$ cat config.mk
export PLATFORM = sky130hd
export DESIGN_NAME = cs_region_decoder
export DESIGN_NICKNAME = d
export VERILOG_FILES = /design/src/rtl/cs_region_decoder.sv
export SDC_FILE = /design/constraint.sdc
export NUM_CORES = 1
export LEC_CHECK = 0
export ABC_AREA = 0
export BUFFER_PORTS_ARGS = -buffer_cell sky130_fd_sc_hd__buf_2
export CAP_MARGIN = 20
export CORE_MARGIN = 5
export CORE_UTILIZATION = 49
export DETAILED_ROUTE_END_ITERATION = 8
export HOLD_SLACK_MARGIN = 0.02
export PLACE_DENSITY = 0.88
export SETUP_SLACK_MARGIN = 0.05
export SLEW_MARGIN = 30
export SYNTH_ARGS = -nofsm -noshare
export SYNTH_HDL_FRONTEND = slang
export SYNTH_SLANG_ARGS = --single-unit
$ cat constraint.sdc
create_clock -name clk -period 2.8 [get_ports clk]
set_clock_uncertainty 0.2 [all_clocks]
set_input_delay 0.42 -clock clk [delete_from_list [all_inputs] [get_ports clk]]
set_output_delay 0.42 -clock clk [all_outputs]
set_load 0.01 [all_outputs]
$ cat src/rtl/cs_region_decoder.sv
module cs_region_decoder #(
  parameter int NCS   = 8,
  parameter int SEL_W = (NCS > 1) ? $clog2(NCS) : 1
) (
  input  logic             clk,
  input  logic             rst_n,
  input  logic             cfg_we,
  input  logic [SEL_W-1:0] cfg_sel,
  input  logic [31:0]      cfg_wdata,
  input  logic [SEL_W-1:0] rd_sel,
  output logic [31:0]      rd_data,
  input  logic [31:0]      addr,
  output logic [NCS-1:0]   cs_sel,
  output logic             cs_hit,
  output logic             cs_overlap,
  output logic [26:0]      cs_offset,
  output logic [NCS-1:0]   cs_err
);
  localparam logic [11:0] KEEP = 12'hF7F;

  logic [11:0]    word [NCS];
  logic [NCS-1:0] raw;

  for (genvar g = 0; g < NCS; g++) begin : g_cs
    logic [5:0] base;
    logic [3:0] code;
    logic       en, code_ok, base_ok;

    always_ff @(posedge clk) begin
      if (!rst_n)
        word[g] <= (g == 0) ? 12'hF40 : 12'hF00;
      else if (cfg_we && cfg_sel == SEL_W'(g))
        word[g] <= cfg_wdata[11:0] & KEEP;
    end

    assign base    = word[g][5:0];
    assign en      = word[g][6];
    assign code    = word[g][11:8];
    assign code_ok = (code == 4'h8) || (code == 4'hC) || (code == 4'hE) || (code == 4'hF);
    assign base_ok = (base[3:0] & ~code) == 4'h0;
    assign cs_err[g] = en && !(code_ok && base_ok);
    assign raw[g] = en && code_ok && base_ok &&
                    (((addr[29:24] ^ base) & {2'b11, code}) == 6'h00);
  end

  assign cs_sel     = raw & (~raw + NCS'(1));
  assign cs_hit     = |raw;
  assign cs_overlap = (raw & (raw - NCS'(1))) != '0;

  logic [3:0] win_code;
  always_comb begin
    win_code = 4'hF;
    for (int i = NCS - 1; i >= 0; i--)
      if (raw[i]) win_code = word[i][11:8];
  end

  assign cs_offset = cs_hit ? {addr[26:24] & ~win_code[2:0], addr[23:0]} : 27'h0;
  assign rd_data   = {20'h0, word[rd_sel]};
endmodule


==> run_results.csv, run 1 <==
group,metric,value,unit
clock_network,htreeDepth,3,
layout,seqCellArea,2640,um^2
global_routing,grt_use_total,25.2,%
outcome,violations,"negative setup slack",
route,drtPass1Iterations,5,
layout,top_register,"word",
place,gp_congestion,0.936,
job,cap_violations,0,
logic_synthesis,synth_top_area_cell,"edfxtp_1",
layout,multiInputGateArea,3170,um^2
floorplanning,dieArea,14400,um^2
logic_synthesis,netlist.area_leader.share,44.6,%
critical_path,critPathKind,"register to output pin",
power_and_ir_drop,p_total,0.00360,W
floorplanning,core,11900,um^2
power_and_ir_drop,sw_frac_of_total,27.4,%
route,drc,0,
outcome,status,"finished with violations",
floorplanning,row_count,40,
clock_network,cts_hold_buffers,0,
sta,fin_crit_sh,115,%
power_and_ir_drop,combPwrFrac,21.6,%
place,dp.cells,812,
power_and_ir_drop,p_leak,3.20,nW
critical_path,arrival,2600,ps
logic_synthesis,ys_seq_area_share,44.6,%
logic_synthesis,yosysMostFrequentCell,"edfxtp_1",
power_and_ir_drop,p_int,0.00262,W
global_routing,grt_overflow,0,
clock_network,cts_made_buffers,9,
route,antenna_left,0,
sta,final-hold-violation-count,0,
min_path,worstHoldPathType,"input pin to register",
clock_network,cts_root_buf,"clkbuf_16",
floorplanning,die_y,120,um
layout,largest_reg_flops,88,
logic_synthesis,synth-xor-area-share,7.09,%
layout,largestRegisters,"word x88",
power_and_ir_drop,clkPwrFrac,33.1,%
logic_synthesis,synth_adder_area_share,0,%
sta,relSlewSlack,58.9,%
layout,fin_area,7840,um^2
global_routing,grt_pass1_wl,27800,um
logic_synthesis,synth.area.mux_share,10.6,%
logic_synthesis,postSynth.asyncResetShare,0,%
critical_path,slowest_delay,590,ps
power_and_ir_drop,worst_ir_drop_vdd,0.443,mV
logic_synthesis,synth-edff-count,88,
global_routing,grt_max_degree,23,
route,vias,5068,
route,drt_wl_total,19000,um
power_and_ir_drop,sequentialPowerShare,45.3,%
logic_synthesis,ys_types,55,
critical_path,cp_slowest_cell,"or4_4",
critical_path,worstSetupStartpointType,"register",
logic_synthesis,synth-seq-cells,88,
global_routing,antenna_found_initial,1,
logic_synthesis,syn_inst,499,
floorplanning,die_w,120,um
power_and_ir_drop,p_sw,0.000988,W
logic_synthesis,netlist_area,5930,um^2
critical_path,cp.required,2180,ps
layout,fin_nets,761,
critical_path,cp-end-kind,"output pin",
clock_network,cts_num_sinks,88,
clock_network,max-clock-path-buffers,2,
place,io_buffers,105,
logic_synthesis,ys_top_cells_by_count,"edfxtp_1 (88), and2_1 (62), xor2_1 (30)",
route,drtIter0Drc,576,
layout,syn_to_final_growth,32.2,%
clock_network,cts.clk_slew.worst_paths,60,ps
global_routing,grt_pass1_vias,5181,
logic_synthesis,yosys.area_share.simple,24.0,%
place,dp_hpwl,13500,um
logic_synthesis,synth_ff_type,"edfxtp_1",
layout,drive_gt1_share,44.1,%
sta,slew_viol_final,0,
power_and_ir_drop,power.density,460,nW/um^2
layout,fin_cells,839,
logic_synthesis,ys_warn_count,0,
clock_network,cts_tree,"yes",
logic_synthesis,synth_compound_area_share,7.68,%
logic_synthesis,synth_top_family_by_area,"simple AND/OR/NAND/NOR gates",
route,routedWlPerCell,22.6,um
sta,rsz0062_at_grt,"true",
layout,antenna_cells,0,
floorplanning,pin_count,150,
logic_synthesis,synthTopCellsByArea,"edfxtp_1 (45%), mux4_2 (8.4%), and2_1 (6.5%)",
sta,tightest_slew,617,ps
route,vias_per_cell,6.04,
critical_path,cp_cell_sequence,"xor2_2, a22o_1, or4_4, buf_8, o21ai_2, a31oi_1, nor3_1, nor3_2, buf_2",
place,dpl_cell_area,7140,um^2
logic_synthesis,synth_area_per_cell,11.9,um^2
sta,period_minus_slack,3220,ps
critical_path,path_max_fanout,5,
sta,fmax,311,MHz
sta,setup_viol,36,
floorplanning,floorplan.initialDensity,49.8,%
sta,setup_slack,-420,ps
layout,fill_cells,808,
-- routing by layer --
metal  wire length, um  vias to the layer above  GRT usage, %
met4               832                        2          11.2
met1              6390                     2400          29.4
met3              2470                       77          7.30
li1                  -                     2169             -
met2              9300                      420          43.0
met5                11                        -             0
-- path summary, 6_finish.rpt --
path                     start            end  cells after the start
hold / removal    cfg_wdata[5]     word[1][5]                      2
setup / recovery    word[3][3]  cs_offset[24]                      9
-- through the flow --
| stage | TNS, ps | hold slack (ps) | util, % | setup slack (ps) |
|---|---|---|---|---|
| floorplan | 0 | 398 | - | 28.8 |
| global placement | -6220 | 603 | 59.9 | -280 |
| detailed placement | -7380 | 616 | 59.9 | -306 |
| CTS | -10370 | 266 | 64.2 | -363 |
| global route | -13410 | 280 | 65.8 | -498 |
| finish | -11370 | 267 | 65.8 | -420 |
-- power groups by stage --
stage	Sequential, W	Combinational [W]	Clock (W)
2_1_floorplan	0.00163	0.000427	0
3_3_place_gp	0.00164	0.000675	0
3_5_place_dp	0.00165	0.000699	0
4_1_cts	0.00163	0.000735	0.00119
5_1_grt	0.00164	0.000817	0.00126
6_report	0.00163	0.000777	0.00119
-- critical path: cells and delay by family (launching register included) --
kind,cells,cell delay (ps)
AND/OR/NAND/NOR,3,940
flip-flops,1,430
AO/OA/AOI/OAI,3,380
buffers and inverters,2,320
XOR/XNOR,1,190
-- kinds of logic after synthesis --
logic type | Yosys count
compound gates | 62
xor+xnor | 48
buf+inv | 53
flops | 88
mux | 34
other cells | 1
simple gates | 213
-- cells in the final DEF, fill, tap and decap left out, types with 3 or more instances in the layout --
master	n
xor2_1	28
and2_1	62
buf_4	84
mux4_2	22
inv_1	6
buf_6	30
xnor2_1	18
mux2_2	10
edfxtp_1	88
a21oi_1	3
nor2_1	25
and2b_1	5
clkbuf_16	10
buf_2	83
o21bai_1	7
nand2b_1	19
buf_12	5
or3_1	24
o2111ai_1	5
nor3_2	5
nand3_1	12
o21ai_0	7
a22o_1	10
nor3_1	5
a22oi_1	4
conb_1	21
or4_4	4
nor2b_4	19
nand2_1	13
-- timing repair --
item	CTS	global route
resized for setup	33	26
setup buffers	4	7
gates cloned	1	1
setup endpoints to repair	36	36
pin swaps	5	15
-- final cells by class --
class	count	share of cell area [%]
well taps	147	2.35
multi-input cells	379	40.5
repair buffers	204	19.5
flip-flops and latches	88	33.7
clock inverters	6	0.862
inverters	6	0.287
clock buffers	9	2.87
(Power assumes the default switching activity.)
==> inputs of run 2 (changes only) <==
CELL_PAD_IN_SITES_DETAIL_PLACEMENT = 1   (was not set)
CELL_PAD_IN_SITES_GLOBAL_PLACEMENT = 1   (was not set)
CORE_UTILIZATION = 38   (was 49)
==> run 2 against run 1 <==
The flow still finishes with violations (negative setup slack); die area increased by 26%; global-route usage decreased by 2.6 points; worst setup slack got worse by 5.9 ps; combinational power increased by 4.5%; worst hold slack improved by 5.5 ps; sequential share of layout area decreased by 0.44 points; sequential power about the same; non-clock buffer count decreased by 1; via count decreased by 1.3%; sequential cell count unchanged.
==> run_results.csv, run 2 (synthesized netlist as in run 1, its figures left out) <==
group,metric,value,unit
outcome,status,"finished with violations",
outcome,violations,"negative setup slack",
layout,fill_cells,1638,
sta,slew_viol_final,0,
sta,fin_crit_sh,115,%
layout,antenna_cells,0,
sta,rsz0062_at_grt,"true",
layout,fin_cells,903,
sta,final-hold-violation-count,0,
layout,multiInputGateArea,3210,um^2
critical_path,cp.required,2180,ps
clock_network,cts_tree,"yes",
route,drc,0,
power_and_ir_drop,worst_ir_drop_vdd,0.295,mV
global_routing,grt_max_degree,23,
power_and_ir_drop,power.density,448,nW/um^2
global_routing,grt_use_total,22.7,%
route,vias,5000,
layout,final_cell_mix,"edfxtp_1 (88), buf_2 (83), buf_4 (77)",
place,place_ws,-420,ps
critical_path,cp-end-kind,"output pin",
global_routing,grt_pass1_vias,5333,
floorplanning,row_count,45,
min_path,worstHoldPathType,"input pin to register",
critical_path,critPathKind,"register to output pin",
floorplanning,dieArea,18200,um^2
place,dpl_cell_area,7180,um^2
clock_network,max-clock-path-buffers,2,
route,drtPass1Iterations,5,
clock_network,cts.clk_slew.worst_paths,60,ps
floorplanning,pin_count,150,
clock_network,htreeDepth,3,
clock_network,cts_made_buffers,9,
place,gp_congestion,0.883,
critical_path,arrival,2610,ps
critical_path,crit_start,"word[5][7]",
sta,period_minus_slack,3230,ps
route,antenna_left,0,
route,drtIter0Drc,503,
global_routing,grt_pass1_wl,31100,um
place,io_buffers,105,
min_path,hold_start,"cfg_wdata[5]",
critical_path,path_max_fanout,9,
place,dp_hpwl,15700,um
layout,largestRegisters,"word x88",
power_and_ir_drop,p_total,0.00356,W
clock_network,cts_root_buf,"clkbuf_16",
layout,largest_reg_flops,88,
floorplanning,floorplan.initialDensity,38.8,%
floorplanning,die_w,135,um
route,drt_wl_total,21600,um
floorplanning,die_y,135,um
sta,tightest_slew,636,ps
floorplanning,core,15300,um^2
layout,drive_gt1_share,45.2,%
layout,fin_nets,760,
layout,top_register,"word",
critical_path,worstSetupStartpointType,"register",
sta,fmax,310,MHz
layout,seqCellArea,2640,um^2
sta,relSlewSlack,57.4,%
route,vias_per_cell,5.54,
route,routedWlPerCell,23.9,um
global_routing,antenna_found_initial,0,
place,dp.cells,872,
power_and_ir_drop,p_leak,3.22,nW
clock_network,cts_num_sinks,88,
sta,setup_slack,-426,ps
layout,fin_util,52.0,%
global_routing,grt_overflow,0,
layout,fin_area,7940,um^2
sta,setup_viol,36,
layout,layout_commonest_cell,"edfxtp_1",
job,cap_violations,0,
layout,syn_to_final_growth,33.9,%
run 2: changes by cell type in the layout (fill, tap and decap cells not counted), sizes merged:
| cell | change |
|---|---|
| bufinv | -1 |
| inv | -1 |
| clkinv | +3 |
| buf | -1 |
run 2: layout make-up:
cell class | count | share of cell area (%)
clock buffers | 9 | 2.84
clock inverters | 7 | 0.599
inverters | 6 | 0.284
multi-input cells | 379 | 40.4
flip-flops and latches | 88 | 33.3
well taps | 211 | 3.33
repair buffers | 203 | 19.2
run 2: path summary, 6_finish.rpt:
kind            end  depth (start not counted)  slack [ps]
max   cs_offset[26]                          8        -430
min      word[5][5]                          2         270
run 2: report_power, final:
| part | total, W | internal (W) | switching (W) |
|---|---|---|---|
| Sequential | 0.00163 | 0.00154 | 0.0000900 |
| Clock | 0.00111 | 0.000601 | 0.000514 |
| Combinational | 0.000812 | 0.000391 | 0.000421 |
| Total | 0.00356 | 0.00253 | 0.00102 |
run 2: metal layers:
layer	global-route usage (%)	part of all wire, %
met1	28.0	38
met5	0	0
met4	7.98	2.6
met3	4.02	8.8
met2	39.8	50
run 2: per-stage QoR:
step                      TNS (ps)  hold WS (ps)
after floorplan                  0           398
after global placement       -6580           603
after detailed placement     -8810           621
after CTS                   -10320           269
after global routing        -15420           278
final                       -12670           272
run 2: worst max-delay path: stages (launching register included):
cell,delay [ps]
edfxtp_1,460
nor2_1,220
o2111ai_2,160
or4_4,610
buf_6,170
o21ai_0,70
o22ai_1,100
a311oi_2,290
buf_2,190
run 2: timing repair:
item,CTS,global route
buffers inserted,9,3
hold buffers,0,0
setup endpoints to repair,36,36
cloned,2,1
pin swaps,10,5
resized for setup,58,16
==> inputs of run 3 (changes only) <==
BUFFER_PORTS_ARGS = not set   (was -buffer_cell sky130_fd_sc_hd__buf_2)
CORE_UTILIZATION = 46   (was 38)
DONT_BUFFER_PORTS = 1   (was not set)
PLACE_DENSITY = 0.77   (was 0.88)
SLEW_MARGIN = 20   (was 30)
==> run 3 against run 2 <==
Non-clock buffer count fell by 130; core utilization rose by 2.9 points; die area decreased by 16%; sequential power is essentially flat; cell area decreased by 13%; combinational power fell by 30%; the run still ends with negative setup slack left; worst setup slack better by 100 ps.
==> run_results.csv, run 3 (synthesized netlist as in run 1, its figures left out) <==
group,metric,value,unit
route,drtIter0Drc,296,
sta,rsz0062_at_grt,"true",
global_routing,antenna_found_initial,0,
layout,fin_nets,629,
clock_network,cts_hold_buffers,0,
clock_network,cts_tree,"yes",
power_and_ir_drop,combPwrFrac,17.2,%
global_routing,grt_overflow,0,
clock_network,cts.clk_slew.worst_paths,70,ps
floorplanning,core,12600,um^2
clock_network,cts_num_sinks,88,
place,dp_hpwl,14200,um
critical_path,worstSetupStartpointType,"register",
sta,setup_slack,-323,ps
layout,antenna_cells,0,
clock_network,htreeDepth,3,
power_and_ir_drop,sequentialPowerShare,48.9,%
floorplanning,floorplan.initialDensity,47.0,%
critical_path,arrival,2500,ps
clock_network,cts_made_buffers,9,
power_and_ir_drop,sw_frac_of_total,27.0,%
power_and_ir_drop,p_int,0.00243,W
route,vias,4323,
route,antenna_left,0,
global_routing,grt_max_degree,23,
layout,fill_cells,1322,
power_and_ir_drop,p_total,0.00333,W
sta,fin_crit_sh,112,%
route,drt_wl_total,18600,um
layout,largest_reg_flops,88,
floorplanning,pin_count,150,
sta,final-hold-violation-count,0,
floorplanning,die_y,124,um
sta,tightest_slew,578,ps
sta,period_minus_slack,3120,ps
place,gp_congestion,0.922,
route,vias_per_cell,5.90,
critical_path,path_max_fanout,9,
critical_path,slowest_delay,550,ps
global_routing,grt_use_total,24.4,%
floorplanning,die_w,124,um
power_and_ir_drop,p_leak,2.56,nW
layout,drive_gt1_share,30.7,%
critical_path,cp_slowest_cell,"or4_1",
global_routing,grt_pass1_vias,4531,
layout,top_register,"word",
job,cap_violations,0,
floorplanning,dieArea,15300,um^2
layout,fin_util,54.9,%
place,io_buffers,0,
sta,relSlewSlack,61.4,%
power_and_ir_drop,p_sw,0.000897,W
sta,fmax,320,MHz
layout,final_cell_mix,"edfxtp_1 (88), and2_1 (62), buf_4 (61)",
clock_network,max-clock-path-buffers,2,
route,drtPass1Iterations,4,
power_and_ir_drop,worst_ir_drop_vdd,0.380,mV
route,routedWlPerCell,25.4,um
outcome,violations,"negative setup slack",
outcome,status,"finished with violations",
layout,largestRegisters,"word x88",
critical_path,cp-end-kind,"output pin",
critical_path,critPathKind,"register to output pin",
global_routing,grt_pass1_wl,27000,um
layout,syn_to_final_growth,17.0,%
place,place_ws,-94.5,ps
sta,setup_viol,32,
route,drc,0,
sta,tns,-8440,ps
power_and_ir_drop,power.density,480,nW/um^2
layout,layout_commonest_cell,"edfxtp_1",
min_path,worstHoldPathType,"input pin to register",
clock_network,cts_root_buf,"clkbuf_16",
critical_path,cp.required,2180,ps
power_and_ir_drop,clkPwrFrac,33.9,%
sta,slew_viol_final,0,
floorplanning,row_count,41,
critical_path,cp_cell_sequence,"o21bai_1, o2111ai_2, or4_1, buf_6, nand4_4, nor3b_4, and2_4, clkbuf_16, nor2b_4",
-- run 3: path summary, 6_finish.rpt --
check,startpoint,cells after the start,end
max,word[3][8],9,cs_offset[20]
min,cfg_wdata[8],1,word[3][7]
-- run 3: critical path, delay by kind of cell (launching register included) --
kind | cells | cell delay, ps
AO/OA/AOI/OAI | 2 | 310
buffers and inverters | 2 | 340
flip-flops | 1 | 430
AND/OR/NAND/NOR | 5 | 1060
-- run 3: what timing repair did --
action / 4_1_cts / 5_1_grt
setup endpoints to repair: 36 / 37
gates cloned: 0 / 2
pin swaps: 10 / 7
gates resized for setup: 19 / 11
hold endpoints to repair: 0 / 0
buffers inserted: 11 / 8
-- run 3: routing by layer --
| metal | up-vias | GRT usage, % | part of all wire (%) |
|---|---|---|---|
| li1 | 1907 | - | - |
| met1 | 2165 | 28.7 | 38 |
| met4 | 0 | 7.96 | 2.4 |
| met3 | 33 | 6.13 | 9.5 |
| met2 | 218 | 43.6 | 50 |
| met5 | - | 0 | 0 |
-- run 3: per-stage QoR --
stage	hold slack (ps)	area (um^2)	instances
after floorplan	398	6060	519
after detailed placement	405	6360	698
after global placement	402	6360	698
final	44.3	6930	733
after CTS	33.6	6800	725
after global routing	39.3	6930	733
-- run 3: layout make-up --
type / count / area [um^2] / area share [%]
clock inverters: 6 / 43.8 / 0.632
flip-flops and latches: 88 / 2640 / 38.1
well taps: 172 / 215 / 3.10
multi-input cells: 378 / 3140 / 45.3
inverters: 6 / 22.5 / 0.325
repair buffers: 73 / 638 / 9.20
clock buffers: 10 / 229 / 3.30
-- run 3: power by group through the flow --
stage	Sequential, W	Clock, W	Combinational [W]
after floorplan	0.00163	0	0.000427
after global placement	0.00164	0	0.000509
after detailed placement	0.00165	0	0.000529
after CTS	0.00163	0.00114	0.000550
after global routing	0.00163	0.00119	0.000605
final	0.00163	0.00113	0.000571
